<file path="src/rtl/sram_slice_march.sv">
module sram_slice_march #(
  parameter int ADDR_W   = 8,
  parameter int DATA_W   = 16,
  parameter int SLICE    = 16,
  parameter int INTERVAL = 8192
) (
  input  logic              clk,
  input  logic              rst_n,
  input  logic              enable,
  input  logic              mode_short,
  input  logic              sys_req,
  output logic              sys_gnt,
  output logic              mem_en,
  output logic              mem_we,
  output logic [ADDR_W-1:0] mem_addr,
  output logic [DATA_W-1:0] mem_wdata,
  input  logic [DATA_W-1:0] mem_rdata,
  output logic              busy,
  output logic              err,
  output logic [ADDR_W-1:0] err_addr,
  output logic              pass_pulse,
  output logic              timeout
);
  localparam int DEPTH = 1 << ADDR_W;
  localparam int SL_W  = $clog2(SLICE);
  localparam int IV_W  = $clog2(INTERVAL + 1);
  localparam logic [ADDR_W-1:0] LAST_BASE = ADDR_W'(DEPTH - SLICE);
  localparam logic [SL_W-1:0]   IDX_MAX   = SL_W'(SLICE - 1);

  typedef enum logic [1:0] {S_IDLE, S_SAVE, S_MARCH, S_REST} st_t;

  st_t               st;
  logic [ADDR_W-1:0] base;
  logic [SL_W-1:0]   idx;
  logic [2:0]        elem;
  logic [1:0]        op;
  logic              short_q;
  logic [DATA_W-1:0] save_q [SLICE];
  logic              rd_pend, rd_save, rd_bit;
  logic [SL_W-1:0]   rd_idx;
  logic [ADDR_W-1:0] rd_addr;
  logic [IV_W-1:0]   iv_cnt;

  // element 0 is a lone write; odd elements start from 0, even ones from 1
  wire op_read   = (elem != 3'd0) && (op != 2'd1);
  wire op_bit    = (elem == 3'd0) ? 1'b0 : ((op == 2'd0) ? ~elem[0] : elem[0]);
  wire op_last   = (elem == 3'd0) || (op == 2'd2);
  wire desc      = elem >= 3'd3;
  wire slice_end = idx == IDX_MAX;
  wire sweep_end = (st == S_REST) && slice_end && (base == LAST_BASE);
  wire [2:0] elem_nx = (elem == 3'd1 && short_q) ? 3'd4 : elem + 3'd1;
  wire [SL_W-1:0] off = (st == S_MARCH && desc) ? ~idx : idx;
  wire rd_bad    = rd_pend && !rd_save && (mem_rdata != {DATA_W{rd_bit}});

  assign busy      = st != S_IDLE;
  assign sys_gnt   = sys_req && !busy;
  assign mem_en    = busy;
  assign mem_we    = (st == S_REST) || (st == S_MARCH && !op_read);
  assign mem_addr  = base + ADDR_W'(off);
  assign mem_wdata = (st == S_REST) ? save_q[idx] : {DATA_W{op_bit}};

  always_ff @(posedge clk) begin
    if (rd_pend && rd_save) save_q[rd_idx] <= mem_rdata;
  end

  always_ff @(posedge clk or negedge rst_n) begin
    if (!rst_n) begin
      st <= S_IDLE; base <= '0; idx <= '0; elem <= '0; op <= '0; short_q <= 1'b0;
      rd_pend <= 1'b0; rd_save <= 1'b0; rd_bit <= 1'b0; rd_idx <= '0; rd_addr <= '0;
      err <= 1'b0; err_addr <= '0; pass_pulse <= 1'b0; timeout <= 1'b0; iv_cnt <= '0;
    end else begin
      pass_pulse <= 1'b0;
      rd_pend    <= mem_en && !mem_we;
      rd_save    <= st == S_SAVE;
      rd_bit     <= op_bit;
      rd_idx     <= idx;
      rd_addr    <= mem_addr;
      if (rd_bad && !err) begin
        err      <= 1'b1;
        err_addr <= rd_addr;
      end
      if (sweep_end) iv_cnt <= '0;
      else if (enable && iv_cnt != IV_W'(INTERVAL)) iv_cnt <= iv_cnt + IV_W'(1);
      if (iv_cnt == IV_W'(INTERVAL)) timeout <= 1'b1;
      case (st)
        S_IDLE: if (enable && !sys_req && !err) begin
          st <= S_SAVE; idx <= '0; elem <= '0; op <= '0; short_q <= mode_short;
        end
        S_SAVE: begin
          idx <= idx + SL_W'(1);
          if (slice_end) st <= S_MARCH;
        end
        S_MARCH: begin
          if (op_last) begin
            op  <= '0;
            idx <= idx + SL_W'(1);
            if (slice_end) begin
              if (elem == 3'd4) st <= S_REST;
              else elem <= elem_nx;
            end
          end else begin
            op <= op + 2'd1;
          end
        end
        default: begin
          idx <= idx + SL_W'(1);
          if (slice_end) begin
            st   <= S_IDLE;
            base <= base + ADDR_W'(SLICE);
            if (base == LAST_BASE) pass_pulse <= !err && !rd_bad;
          end
        end
      endcase
    end
  end

  AST_ADDR_IN_SLICE: assert property (@(posedge clk) disable iff (!rst_n)
    mem_en |-> (ADDR_W'(mem_addr - base) <= ADDR_W'(SLICE - 1)));
  AST_NO_MIDSLICE_YIELD: assert property (@(posedge clk) disable iff (!rst_n)
    (busy && !(st == S_REST && slice_end)) |=> busy);
  AST_START_COND: assert property (@(posedge clk) disable iff (!rst_n)
    $rose(busy) |-> $past(enable && !sys_req && !err));
  AST_ERR_STICKY: assert property (@(posedge clk) disable iff (!rst_n)
    err |=> (err && $stable(err_addr)));
  AST_PASS_SINGLE: assert property (@(posedge clk) disable iff (!rst_n)
    pass_pulse |=> !pass_pulse);
  AST_BASE_ALIGNED: assert property (@(posedge clk) disable iff (!rst_n)
    (base & ADDR_W'(SLICE - 1)) == '0);
  AST_TIMEOUT_STICKY: assert property (@(posedge clk) disable iff (!rst_n)
    timeout |=> timeout);
endmodule

</file>
<file path="config.mk">
export PLATFORM = sky130hd
export DESIGN_NAME = sram_slice_march
export DESIGN_NICKNAME = d
export VERILOG_FILES = /design/src/rtl/sram_slice_march.sv
export SDC_FILE = /design/constraint.sdc
export NUM_CORES = 1
export LEC_CHECK = 0
export ABC_AREA = 1
export BUFFER_PORTS_ARGS = -buffer_cell sky130_fd_sc_hd__buf_4
export CORE_MARGIN = 3
export CORE_UTILIZATION = 62
export DETAILED_ROUTE_END_ITERATION = 8
export PLACE_DENSITY = 0.8
export RECOVER_POWER = 25
export SETUP_SLACK_MARGIN = 0.15
export SKIP_LAST_GASP = 1
export SLEW_MARGIN = 30
export SYNTH_ARGS = -nofsm -noshare
export SYNTH_HDL_FRONTEND = slang
export SYNTH_SLANG_ARGS = --single-unit
</file>
<file path="constraint.sdc">
create_clock -name clk -period 2.1 [get_ports clk]
set_clock_uncertainty 0.15 [all_clocks]
set_input_delay 0.42 -clock clk [delete_from_list [all_inputs] [get_ports clk]]
set_output_delay 0.42 -clock clk [all_outputs]
set_load 0.1 [all_outputs]
</file>
# Yosys cells after proc, flatten, opt, wreduce, memory -nomap -nowiden
# Memory sizes are Yosys's and may differ from the RTL's.
# Index checks and enable logic that the tools add are counted.
# totals
reg_bits	60
n_memories	1
elab_cells	115
mem_bits_rw	256
input_bits	21
# classes
eq_ne	18
reduce_logical	40
n_lt_le_gt_ge	1
bitwise	3
n_mux	30
add_sub_neg	6
# mem_list
memory	words	word_bits	rd	rd_clocked_by_memory_dff	write_ports	line	rtl
save_q	16	16	1	0	1	38	logic [DATA_W-1:0] save_q [SLICE];
# op_table
operator	n
2-to-1 mux 14 bit	2
logical AND 1 bit	16
2-to-1 mux 16 bit	1
2-to-1 mux 2 bit	8
!= test 16 bit	1
2-to-1 mux 3 bit	5
adder 14 x 1 -> 14 bit (second input constant)	1
equality test 14 bit (second input constant)	1
!= test 14 bit (second input constant)	1
2-to-1 mux 4 bit	3
!= test 2 bit (second input constant)	5
adder 8 x 4 -> 8 bit	1
adder 8 x 5 -> 8 bit (second input constant)	1
equality test 8 bit (second input constant)	1
case mux 4 bit (2 select lines)	1
AND reduction 2 bit	4
nonzero test 2 bit	4
zero test 1 bit	7
2-to-1 mux 1 bit	7
equality test 2 bit (second input constant)	3
case mux 2 bit (3 select lines)	1
case mux 3 bit (2 select lines)	1
AND reduction 6 bit	1
AND reduction 5 bit	1
17 further kinds	21

# Logic depth before layout (Yosys ltp)
# Gate-level depths: netlist of run 1.
# depth
word_depth	8
ltp_mapped	11
mapped_depth_nobuf	10

# Worst setup path after synthesis of run 1
# OpenSTA, ideal clock, no wires.
# synth_timing
path_type	register to output
start	register elem[0]
end	output port mem_addr[0]
t_arrival_ns	2.594
t_required_ns	1.530
slack_ns	-1.064
stages_incl_launch_ff	5
cell_sequence	dfrtp_1 ha_1 ha_1 o21ai_1 xor2_1
# synth_via
elab_chain_len	4
# synth_lines
element	line	rtl
start, declared	35	logic [2:0] elem;
start signal, assigned	99	else elem <= elem_nx;
>= comparator 3 x 2 -> 1 bit	48	wire desc = elem >= 3'd3;
logical AND 1 bit	52	wire [SL_W-1:0] off = (st == S_MARCH && desc) ? ~idx : idx;
2-to-1 mux 4 bit	52	
adder 8 x 4 -> 8 bit	59	assign mem_addr = base + ADDR_W'(off);
end, declared	15	output logic [ADDR_W-1:0] mem_addr,
# Every way passes these cells.

# Final worst setup path of run 1
# layout_timing
start	register idx[0]
end	output port mem_wdata[4]
# layout_via
elab_chain_len	2
# layout_lines
element	line	rtl
start, declared	34	logic [SL_W-1:0] idx;
start signal, assigned	90	idx <= idx + SL_W'(1);
start signal, assigned	96	idx <= idx + SL_W'(1);
start signal, assigned	106	idx <= idx + SL_W'(1);
memory (16 x 16 bit)	-	
2-to-1 mux 16 bit	60	assign mem_wdata = (st == S_REST) ? save_q[idx] : {DATA_W{op_bit}};
end, declared	16	output logic [DATA_W-1:0] mem_wdata,
# Every way passes these cells.

==> flow_summary_export.csv, run 1 <==
group,metric,value,unit
critical_path,endpoint_kind,"output port",
power_and_ir_drop,peakVddDrop,0.000912,V
synthesis,synth_seq_cells,312,
critical_path,critPathBufInv,3,
synthesis,syn_inst,1406,
critical_path,cp_data_arrival_time,2.39,ns
timing,worst_pin_slew,0.898,ns
cells_and_area,seqCellArea,9100,um^2
synthesis,yosysSeqAreaShare,65.6,%
timing,finalMaxSlewViolations,0,
min_path,hold_class,"primary input to flop",
clock_tree,path_clk_slew,0.06,ns
timing,clock.fmax,0.338,GHz
power_and_ir_drop,p_total,0.0124,W
floorplanning,die_area,24200,um^2
timing,grt_setup_unrepaired,"true",
clock_tree,htree_levels,1,
floorplanning,die_h,155,um
placement,dpl.hpwl,23000,um
timing,setup_violations,28,
routing,detail-route-antenna-nets,0,
clock_tree,clock_latency,0.56,ns
floorplanning,floorplan.initialDensity,63.3,%
global_routing,grt_pass1_vias,10866,
critical_path,worstSetupPathType,"flop to output port",
global_routing,grtUsageTotal,32.6,%
routing,firstDrtPassIters,6,
cells_and_area,diodes,0,
routing,drt_iter0_markers,1949,
synthesis,syn_area_per_cell,9.85,um^2
synthesis,syn_area,13900,um^2
floorplanning,die_x,155,um
routing,finalWirelength,41700,um
global_routing,grt.overflow.total,0,
cells_and_area,fill_cells,1114,
global_routing,grt_max_degree,49,
status,violations,"setup timing",
critical_path,crit_slowest_cell,"dfrtp_4",
clock_tree,root_buffer,"clkbuf_16",
clock_tree,cts_inserted_buffers,31,
flow_run,max_cap_violations,0,
synthesis,synthArstFlopShare,17.9,%
clock_tree,cts_tree,"yes",
power_and_ir_drop,leakagePower,7.73,nW
floorplanning,core,21900,um^2
critical_path,max_stage_delay,0.57,ns
routing,routedWlPerCell,22.3,um
timing,fin_ws,-0.859,ns
placement,port_buffers,59,
placement,gp_congestion,0.911,
global_routing,grt_pass1_wl,60400,um
cells_and_area,drive_above_1_share,22.2,%
routing,viasPerCell,6.04,
cells_and_area,final_cell_mix,"nand2_1, edfxtp_1, nand3_1, inv_1, buf_4",
critical_path,worstPathRequired,1.53,ns
floorplanning,rows,54,
floorplanning,io_pins,60,
timing,min_period,2.96,ns
timing,finalCritPeriodShare,141,%
routing,drc,0,
global_routing,antenna_found_initial,0,
status,outcome,"finished with violations",
placement,place_ws,-0.381,ns
synthesis,synth-edff-count,256,
critical_path,crit_fanout,13,
cells_and_area,area_growth,29.1,%
timing,slew_headroom,40.2,%
power_and_ir_drop,power_density,692,nW/um^2
cells_and_area,final_common_cell,"nand2_1",
timing,setup_tns,-16.09,ns
critical_path,crit_chain,"buf_16 > buf_4 > nand2_1 > nand2_1 > nand2_1 > nand3_1 > nand3_1 > nand2_1 > nand2_2 > nand2_8 > buf_12",
routing,vias,11299,
critical_path,cpMostUsedCell,"nand2_1",
critical_path,startpoint_type,"flop",
cells_and_area,nNetsFinal,1604,
synthesis,ys.flop_type,"edfxtp_1",
synthesis,synth_warnings,0,
synthesis,synth_cell_types,29,
timing,hold_viol,0,
clock_tree,clockBufferDepth,3,
synthesis,syn_nets,1442,
clock_tree,clock-sinks,312,
cells_and_area,multi_input_area,4610,um^2
critical_path,crit_family,"simple AND/OR/NAND/NOR gates",
[layout make-up]
cell class / instances / area share [%]
Clock buffer: 51 / 5.04
Clock inverter: 6 / 0.308
Inverter: 172 / 3.70
Multi-Input combinational cell: 862 / 25.8
Sequential cell: 312 / 50.9
Tap cell: 280 / 1.96
Timing Repair Buffer: 189 / 12.3
[power breakdown]
part	total (W)	switching (W)	internal [W]
combinational	0.000312	0.000217	0.0000952
sequential	0.00679	0.0000551	0.00674
clock	0.00527	0.00225	0.00302
total	0.0124	0.00252	0.00986
[cell usage after synthesis (2+ instances only)]
master    number  area share [%]
a21oi_1        4            0.14
nand2_2        2           0.090
edfxtp_1     256              55
nor3_1         3            0.11
clkinv_1       2           0.054
inv_1        168             4.6
nand3b_1       3            0.16
dfrtp_1       56              10
nor2_1        48             1.3
nand3_1      193             7.0
ha_1          15             1.4
nand3_2        2            0.14
nand4_1       20            0.90
clkbuf_1      16            0.43
nand2_1      532              14
buf_1          4            0.11
xor2_1        13            0.82
inv_2          2           0.054
xnor2_1        2            0.13
buf_4          5            0.27
buf_2         35             1.3
o21ai_0       18            0.65
[worst reg2reg max path, cell delays in order, from the launching register on]
cell and delay [ns]:
dfrtp_1 0.46, inv_2 0.14, buf_6 0.11, ha_4 0.17, clkinvlp_4 0.17, buf_4 0.20, o21ai_1 0.16, nand4_1 0.20
nand2_1 0.14, o21ai_0 0.11
[registers in the layout, summed over array words and instances, names as in the netlist]
| name | flops |
|---|---|
| iv_cnt | 14 |
| st | 2 |
| rd_addr | 8 |
| elem | 3 |
| save_q | 256 |
| rd_pend | 1 |
| rd_idx | 4 |
| timeout | 1 |
| idx | 4 |
| base | 4 |
| pass_pulse | 1 |
| err_addr | 8 |
| err | 1 |
| op | 2 |
| rd_save | 1 |
| short_q | 1 |
| rd_bit | 1 |
[per-stage QoR]
stage	std cells	hold WS [ns]	utilization, %	cell area [um^2]
after floorplan	1406	-0.0256	-	14300
after global placement	1786	0.253	72.4	15900
after detailed placement	1786	0.254	72.4	15900
after CTS	1861	0.0228	80.3	17600
after global routing	1872	0.203	81.7	17900
final	1872	0.164	81.7	17900
[cells by family after synthesis]
kind of cell | Yosys count | share of synthesized area (%)
flops | 312 | 65.6
simple gates | 808 | 24.5
fa+ha+maj | 15 | 1.35
buf+inv | 232 | 6.74
compound gates | 23 | 0.831
xor+xnor | 15 | 0.948
mux | 1 | 0.0813
[path summary, 6_finish.rpt]
check / from / end / slack, ns / depth (start not counted)
min in group asynchronous: rst_n / iv_cnt[11]$_DFFE_PN0P_ / 0.21 / 2
hold reg to reg: base[5]$_DFFE_PN0P_ / rd_addr[5]$_DFF_PN0_ / 0.30 / 0
setup reg to reg: st[0]$_DFFE_PN0P_ / st[0]$_DFFE_PN0P_ / -0.02 / 9
hold / removal: enable / iv_cnt[8]$_DFFE_PN0P_ / 0.16 / 4
max in group asynchronous: rst_n / op[1]$_DFFE_PN0P_ / 1.02 / 3
setup / recovery: idx[0]$_DFFE_PN0P_ / mem_wdata[4] / -0.86 / 11
[timing repair]
action,4_1_cts,5_1_grt
endpoints found under the setup margin,45,73
gates cloned,6,1
gates resized for setup,135,61
hold endpoints to repair,36,0
hold buffers,3,0
setup buffers,9,10
pin swaps,15,23
[metal layers]
| metal | wire (um) | GRT usage, % | vias to the layer above | part of all wire (%) |
|---|---|---|---|---|
| met5 | 0 | 0 | - | 0 |
| met4 | 2300 | 13.1 | 0 | 5.5 |
| met3 | 4650 | 6.48 | 214 | 11 |
| met2 | 20100 | 52.6 | 852 | 48 |
| met1 | 14700 | 44.1 | 5332 | 35 |
| li1 | - | - | 4901 | - |
No activity file was read; power rests on OpenSTA's default activity.
==> inputs of run 2 (changes only) <==
--- a/config.mk
+++ b/config.mk
@@ -13,7 +13,6 @@
 export PLACE_DENSITY = 0.8
 export RECOVER_POWER = 25
 export SETUP_SLACK_MARGIN = 0.15
-export SKIP_LAST_GASP = 1
 export SLEW_MARGIN = 30
 export SYNTH_ARGS = -nofsm -noshare
 export SYNTH_HDL_FRONTEND = slang
==> flow_summary_export.csv, run 2 (synthesis gave the netlist of run 1 again) <==
group,metric,value,unit
status,outcome,"finished with violations",
status,violations,"DRC, setup timing",
routing,finalWirelength,43500,um
critical_path,crit_slowest_cell,"dfrtp_4",
power_and_ir_drop,power_density,689,nW/um^2
placement,port_buffers,59,
routing,dr_wl_met3,5480,um
min_path,hold_depth,4,
cells_and_area,top_regs,"save_q x256, iv_cnt x14",
power_and_ir_drop,pwr-share-comb,2.6,%
timing,clock.fmax,0.328,GHz
cells_and_area,largest_reg_flops,256,
critical_path,crit_family,"simple AND/OR/NAND/NOR gates",
global_routing,grt_pass1_vias,11106,
routing,dr_wl_met2,20900,um
min_path,hold_end,"iv_cnt[7]$_DFFE_PN0P_",
timing,worst_pin_slew,0.969,ns
clock_tree,cts_inserted_buffers,31,
power_and_ir_drop,power.switching,0.00255,W
critical_path,worstSetupPathType,"flop to output port",
timing,setup_violations,25,
timing,slew_headroom,35.4,%
critical_path,startpoint_type,"flop",
floorplanning,floorplan.initialDensity,63.3,%
power_and_ir_drop,p_clk_share,42.6,%
clock_tree,root_buffer,"clkbuf_16",
floorplanning,core,21900,um^2
power_and_ir_drop,leakagePower,7.74,nW
critical_path,r2r-start,"st[0]$_DFFE_PN0P_",
timing,grt_setup_unrepaired,"true",
timing,finalMaxSlewViolations,0,
min_path,hp-start,"enable",
floorplanning,die_x,155,um
critical_path,worstRegToRegCells,10,
cells_and_area,final_cell_mix,"nand2_1, edfxtp_1, nand3_1, inv_1, buf_4",
critical_path,ff2ff_setup_slack,-0.04,ns
placement,placed_cells,1786,
cells_and_area,diodes,0,
critical_path,worstPathRequired,1.53,ns
critical_path,crit_fanout,12,
routing,firstDrtPassIters,9,
routing,drc,13,
global_routing,grt.overflow.total,0,
cells_and_area,nNetsFinal,1603,
global_routing,antenna_found_initial,1,
global_routing,grt_max_degree,49,
power_and_ir_drop,power_switching_share,20.5,%
cells_and_area,largest_register,"save_q",
critical_path,critPathBufInv,3,
timing,min_period,3.05,ns
power_and_ir_drop,pwr-share-seq,54.7,%
critical_path,crit_chain,"clkinv_8 > buf_12 > nand2_1 > nand2_1 > nand2_1 > nand3_1 > nand3_1 > nand2_2 > nand2_1 > nand2_8 > buf_12",
timing,holdWs,0.174,ns
min_path,hold_class,"primary input to flop",
global_routing,grtUsageTotal,33.6,%
clock_tree,clock-sinks,312,
timing,hold_viol,0,
power_and_ir_drop,p_int,0.00986,W
placement,dpl.hpwl,23000,um
floorplanning,die_area,24200,um^2
global_routing,grt_pass1_wl,62300,um
clock_tree,cts_tree,"yes",
cells_and_area,final_cells,1871,
routing,detail-route-antenna-nets,0,
power_and_ir_drop,peakVddDrop,0.000914,V
floorplanning,die_h,155,um
timing,fin_ws,-0.950,ns
routing,routedWlPerCell,23.3,um
flow_run,max_cap_violations,0,
critical_path,rr_endpoint,"st[1]$_DFFE_PN0P_",
clock_tree,clock_latency,0.56,ns
cells_and_area,drive_above_1_share,23.1,%
clock_tree,htree_levels,1,
cells_and_area,area_growth,30.0,%
critical_path,cpMostUsedCell,"nand2_1",
power_and_ir_drop,p_total,0.0124,W
timing,finalCritPeriodShare,145,%
routing,viasPerCell,6.11,
routing,drt_iter0_markers,1835,
routing,wirelength_met1,14400,um
clock_tree,clockBufferDepth,3,
placement,gp_congestion,0.911,
floorplanning,io_pins,60,
clock_tree,path_clk_slew,0.06,ns
routing,top_layer_used,"met5",
critical_path,max_stage_delay,0.56,ns
critical_path,endpoint_kind,"output port",
floorplanning,rows,54,
cells_and_area,final_common_cell,"nand2_1",
critical_path,cp_data_arrival_time,2.48,ns
routing,vias,11429,
## run 2: cell types whose count changed in the layout (fill, tap and decap cells not counted), moves of 3 or more
cell,delta
buf_4,-8
nand3_2,+8
o21ai_1,+4
buf_6,+4
nand3_1,-9
nand2_1,-3
o21ai_0,-5
nand2_2,+3
## run 2: metrics by stage
| step | TNS, ns | setup WS [ns] | cell area, um^2 | util, % |
|---|---|---|---|---|
| after detailed placement | -7.47 | -0.381 | 15900 | 72.4 |
| after global placement | -5.92 | -0.349 | 15900 | 72.4 |
| after global routing | -17.93 | -1.06 | 18000 | 82.3 |
| after floorplan | -3.23 | -0.245 | 14300 | - |
| after CTS | -15.02 | -0.793 | 17600 | 80.6 |
| final | -16.47 | -0.950 | 18000 | 82.3 |
## run 2: cell type report
class | count | area, um^2
repair buffers | 188 | 2250
clock inverters | 6 | 55.1
flip-flops and latches | 312 | 9100
multi-input cells | 862 | 4690
inverters | 172 | 667
fillers | 1080 | 3880
clock buffers | 51 | 901
well taps | 280 | 350
## run 2: how the worst max path moves through the flow
| stage | start | end | slack, ns | depth (start not counted) |
|---|---|---|---|---|
| 2_1_floorplan | elem[0]$_DFFE_PN0P_ | mem_addr[0] | -0.25 | 4 |
| 3_3_place_gp | idx[0]$_DFFE_PN0P_ | mem_wdata[2] | -0.35 | 11 |
| 3_5_place_dp | idx[0]$_DFFE_PN0P_ | mem_wdata[0] | -0.38 | 11 |
| 4_1_cts | idx[0]$_DFFE_PN0P_ | mem_wdata[7] | -0.79 | 9 |
| 5_1_grt | idx[0]$_DFFE_PN0P_ | mem_wdata[2] | -1.06 | 11 |
| 6_report | idx[0]$_DFFE_PN0P_ | mem_wdata[2] | -0.95 | 11 |
## run 2: timing repair
action | 4_1_cts | 5_1_grt
hold buffers | 3 | 0
setup endpoints to repair | 45 | 76
pin swaps | 16 | 17
cloned | 6 | 3
hold endpoints to repair | 36 | 0
resized for setup | 154 | 74
setup buffers | 9 | 8
## run 2: per-layer routing
metal,vias up,track usage (%)
met5,-,2.48
met4,4,13.4
met3,261,6.54
met2,942,55.5
met1,5317,44.3
li1,4905,-
## run 2: power by group through the flow
stage | Combinational (W) | Sequential [W] | Clock, W
global placement | 0.000298 | 0.00692 | 0
detailed placement | 0.000314 | 0.00692 | 0
CTS | 0.000323 | 0.00679 | 0.00523
global route | 0.000359 | 0.00680 | 0.00554
floorplan | 0.000135 | 0.00691 | 0
finish | 0.000328 | 0.00680 | 0.00529
## run 2: worst reg2reg max path, stage by stage, from the launching register on
cell,delay (ns)
dfrtp_1,0.42
inv_2,0.11
buf_6,0.10
buf_6,0.08
ha_4,0.17
clkinvlp_4,0.16
buf_6,0.17
o21ai_4,0.15
nand4_1,0.25
nor2_1,0.19
a21oi_1,0.06
==> inputs of run 3 (changes only) <==
--- a/config.mk
+++ b/config.mk
@@ -6,11 +6,12 @@
 export NUM_CORES = 1
 export LEC_CHECK = 0
 export ABC_AREA = 1
+export ABC_CLOCK_PERIOD_IN_PS = 2100
 export BUFFER_PORTS_ARGS = -buffer_cell sky130_fd_sc_hd__buf_4
 export CORE_MARGIN = 3
-export CORE_UTILIZATION = 62
+export CORE_UTILIZATION = 50
 export DETAILED_ROUTE_END_ITERATION = 8
-export PLACE_DENSITY = 0.8
+export PLACE_DENSITY = 0.67
 export RECOVER_POWER = 25
 export SETUP_SLACK_MARGIN = 0.15
 export SLEW_MARGIN = 30
==> flow_summary_export.csv, run 3 (synthesis gave the netlist of run 1 again) <==
group,metric,value,unit
status,outcome,"finished with violations",
status,violations,"setup timing",
floorplanning,rows,60,
critical_path,crit_chain,"clkinv_8 > buf_12 > buf_16 > nand2_2 > nand2_1 > nand2_1 > nand3_1 > nand3_2 > nand2_2 > nand2_2 > nand2_8 > buf_12",
global_routing,grt_max_degree,55,
min_path,hold_end,"save_q[15][15]$_DFFE_PP_",
clock_tree,clock-sinks,312,
critical_path,worstSetupPathType,"flop to output port",
flow_run,max_cap_violations,0,
timing,setup_violations,40,
cells_and_area,drive_above_1_share,24.3,%
floorplanning,io_pins,60,
clock_tree,cts_tree,"yes",
critical_path,max_stage_delay,0.55,ns
timing,fin_ws,-0.793,ns
routing,drt_iter0_markers,1240,
global_routing,grtUsageTotal,25.2,%
global_routing,grt.overflow.total,0,
timing,slew_headroom,35.1,%
cells_and_area,top_regs,"save_q x256, iv_cnt x14",
cells_and_area,nNetsFinal,1619,
clock_tree,root_buffer,"clkbuf_16",
critical_path,endpoint_kind,"output port",
routing,top_layer_used,"met4",
timing,setup_tns,-14.94,ns
global_routing,antenna_found_initial,0,
min_path,hold_class,"primary input to flop",
routing,dr_wl_met2,18000,um
floorplanning,floorplan.initialDensity,51.1,%
critical_path,r2r-start,"idx[0]$_DFFE_PN0P_",
critical_path,crit_family,"simple AND/OR/NAND/NOR gates",
routing,dr_wl_met3,2930,um
routing,detail-route-antenna-nets,0,
placement,placed_cells,1891,
timing,clock.fmax,0.346,GHz
timing,hold_viol,0,
critical_path,worstPathRequired,1.53,ns
cells_and_area,largest_register,"save_q",
critical_path,startpoint_type,"flop",
routing,finalWirelength,37800,um
placement,gp_congestion,0.897,
power_and_ir_drop,peakVddDrop,0.000659,V
global_routing,grt_pass1_vias,10166,
min_path,hp-start,"mem_rdata[15]",
cells_and_area,final_cells,1979,
critical_path,crit_fanout,10,
clock_tree,htree_levels,2,
floorplanning,die_area,29700,um^2
timing,min_period,2.89,ns
timing,holdWs,0.154,ns
placement,port_buffers,59,
power_and_ir_drop,power_density,725,nW/um^2
critical_path,rr_endpoint,"elem[2]$_DFFE_PN0P_",
min_path,hold_depth,1,
cells_and_area,final_cell_mix,"nand2_1, edfxtp_1, inv_1, nand3_1, buf_4",
clock_tree,clockBufferDepth,3,
clock_tree,clock_latency,0.52,ns
routing,drc,0,
global_routing,grt_pass1_wl,56800,um
routing,wirelength_met1,15900,um
floorplanning,die_x,172,um
critical_path,cpMostUsedCell,"nand2_2",
timing,finalCritPeriodShare,138,%
routing,viasPerCell,5.33,
routing,vias,10544,
placement,place_ws,-0.402,ns
routing,routedWlPerCell,19.1,um
critical_path,ff2ff_setup_slack,-0.07,ns
timing,grt_setup_unrepaired,"true",
critical_path,cp_data_arrival_time,2.32,ns
cells_and_area,largest_reg_flops,256,
floorplanning,die_h,172,um
power_and_ir_drop,leakagePower,7.95,nW
cells_and_area,final_common_cell,"nand2_1",
clock_tree,cts_inserted_buffers,34,
critical_path,critPathBufInv,4,
cells_and_area,diodes,0,
critical_path,crit_slowest_cell,"dfrtp_4",
critical_path,worstRegToRegCells,8,
clock_tree,path_clk_slew,0.06,ns
floorplanning,core,27100,um^2
timing,finalMaxSlewViolations,0,
routing,firstDrtPassIters,5,
placement,dpl.hpwl,22300,um
timing,worst_pin_slew,0.974,ns
cells_and_area,area_growth,32.6,%
==> run 3: changes by cell type in the layout (fill, tap and decap cells not counted), sizes merged <==
cell         previous run  this run
clkinv                  8        12
clkinvlp                1         4
inv                   168       170
buf                   172       184
dlygate4sd3             3         4
clkbuf                 64        53
bufinv                  1         6
==> run 3: worst register-to-register path, cell delays in order (launching register included) <==
cell     delay, ns
dfrtp_4       0.51
buf_12        0.27
ha_1          0.30
buf_4         0.14
nand3_1       0.11
nand2_1       0.12
nand4_1       0.23
nand2_1       0.12
o21ai_0       0.08
==> run 3: layout make-up <==
cell class / count / area, um^2
clock buffers: 40 / 893
well taps: 372 / 465
clock inverters: 20 / 272
multi-input cells: 862 / 4710
inverters: 172 / 662
flip-flops and latches: 312 / 9100
repair buffers: 201 / 2270
fillers: 1942 / 8730
==> run 3: report_power, final <==
group          leakage, nW  internal, W  switching [W]  total (W)
Clock                0.561      0.00380        0.00241    0.00621
Sequential            3.01      0.00674      0.0000542    0.00679
Combinational         4.38    0.0000991       0.000214   0.000313
==> run 3: routing by layer <==
metal | vias to the layer above | global-route usage [%]
met5 | - | 0
met4 | 0 | 8.71
met3 | 86 | 4.60
li1 | 4935 | -
met2 | 445 | 40.6
met1 | 5078 | 34.8
==> run 3: what timing repair did <==
| item | CTS | global route |
|---|---|---|
| cloned | 7 | 3 |
| buffers inserted | 11 | 3 |
| setup endpoints to repair | 43 | 52 |
| hold endpoints to repair | 60 | 0 |
| resized for setup | 146 | 60 |
| hold buffers | 4 | 0 |
| pin swaps | 19 | 22 |
==> run 3: worst max-delay path by stage <==
stage / startpoint / slack [ns] / cells past startpoint / to
finish: idx[0]$_DFFE_PN0P_ / -0.79 / 12 / mem_wdata[13]
global route: idx[0]$_DFFE_PN0P_ / -0.86 / 11 / mem_wdata[10]
CTS: idx[0]$_DFFE_PN0P_ / -0.75 / 12 / mem_wdata[4]
detailed placement: idx[0]$_DFFE_PN0P_ / -0.40 / 11 / mem_wdata[7]
global placement: idx[0]$_DFFE_PN0P_ / -0.39 / 12 / mem_wdata[3]
floorplan: elem[0]$_DFFE_PN0P_ / -0.25 / 4 / mem_addr[0]
==> run 3: per-stage QoR <==
stage          util (%)  total power, W  cell area, um^2
2_1_floorplan         -         0.00704            14300
3_3_place_gp       59.0         0.00722            16000
3_5_place_dp       59.0         0.00724            16000
4_1_cts            66.5          0.0134            18000
5_1_grt            67.8          0.0137            18400
6_report           67.8          0.0133            18400
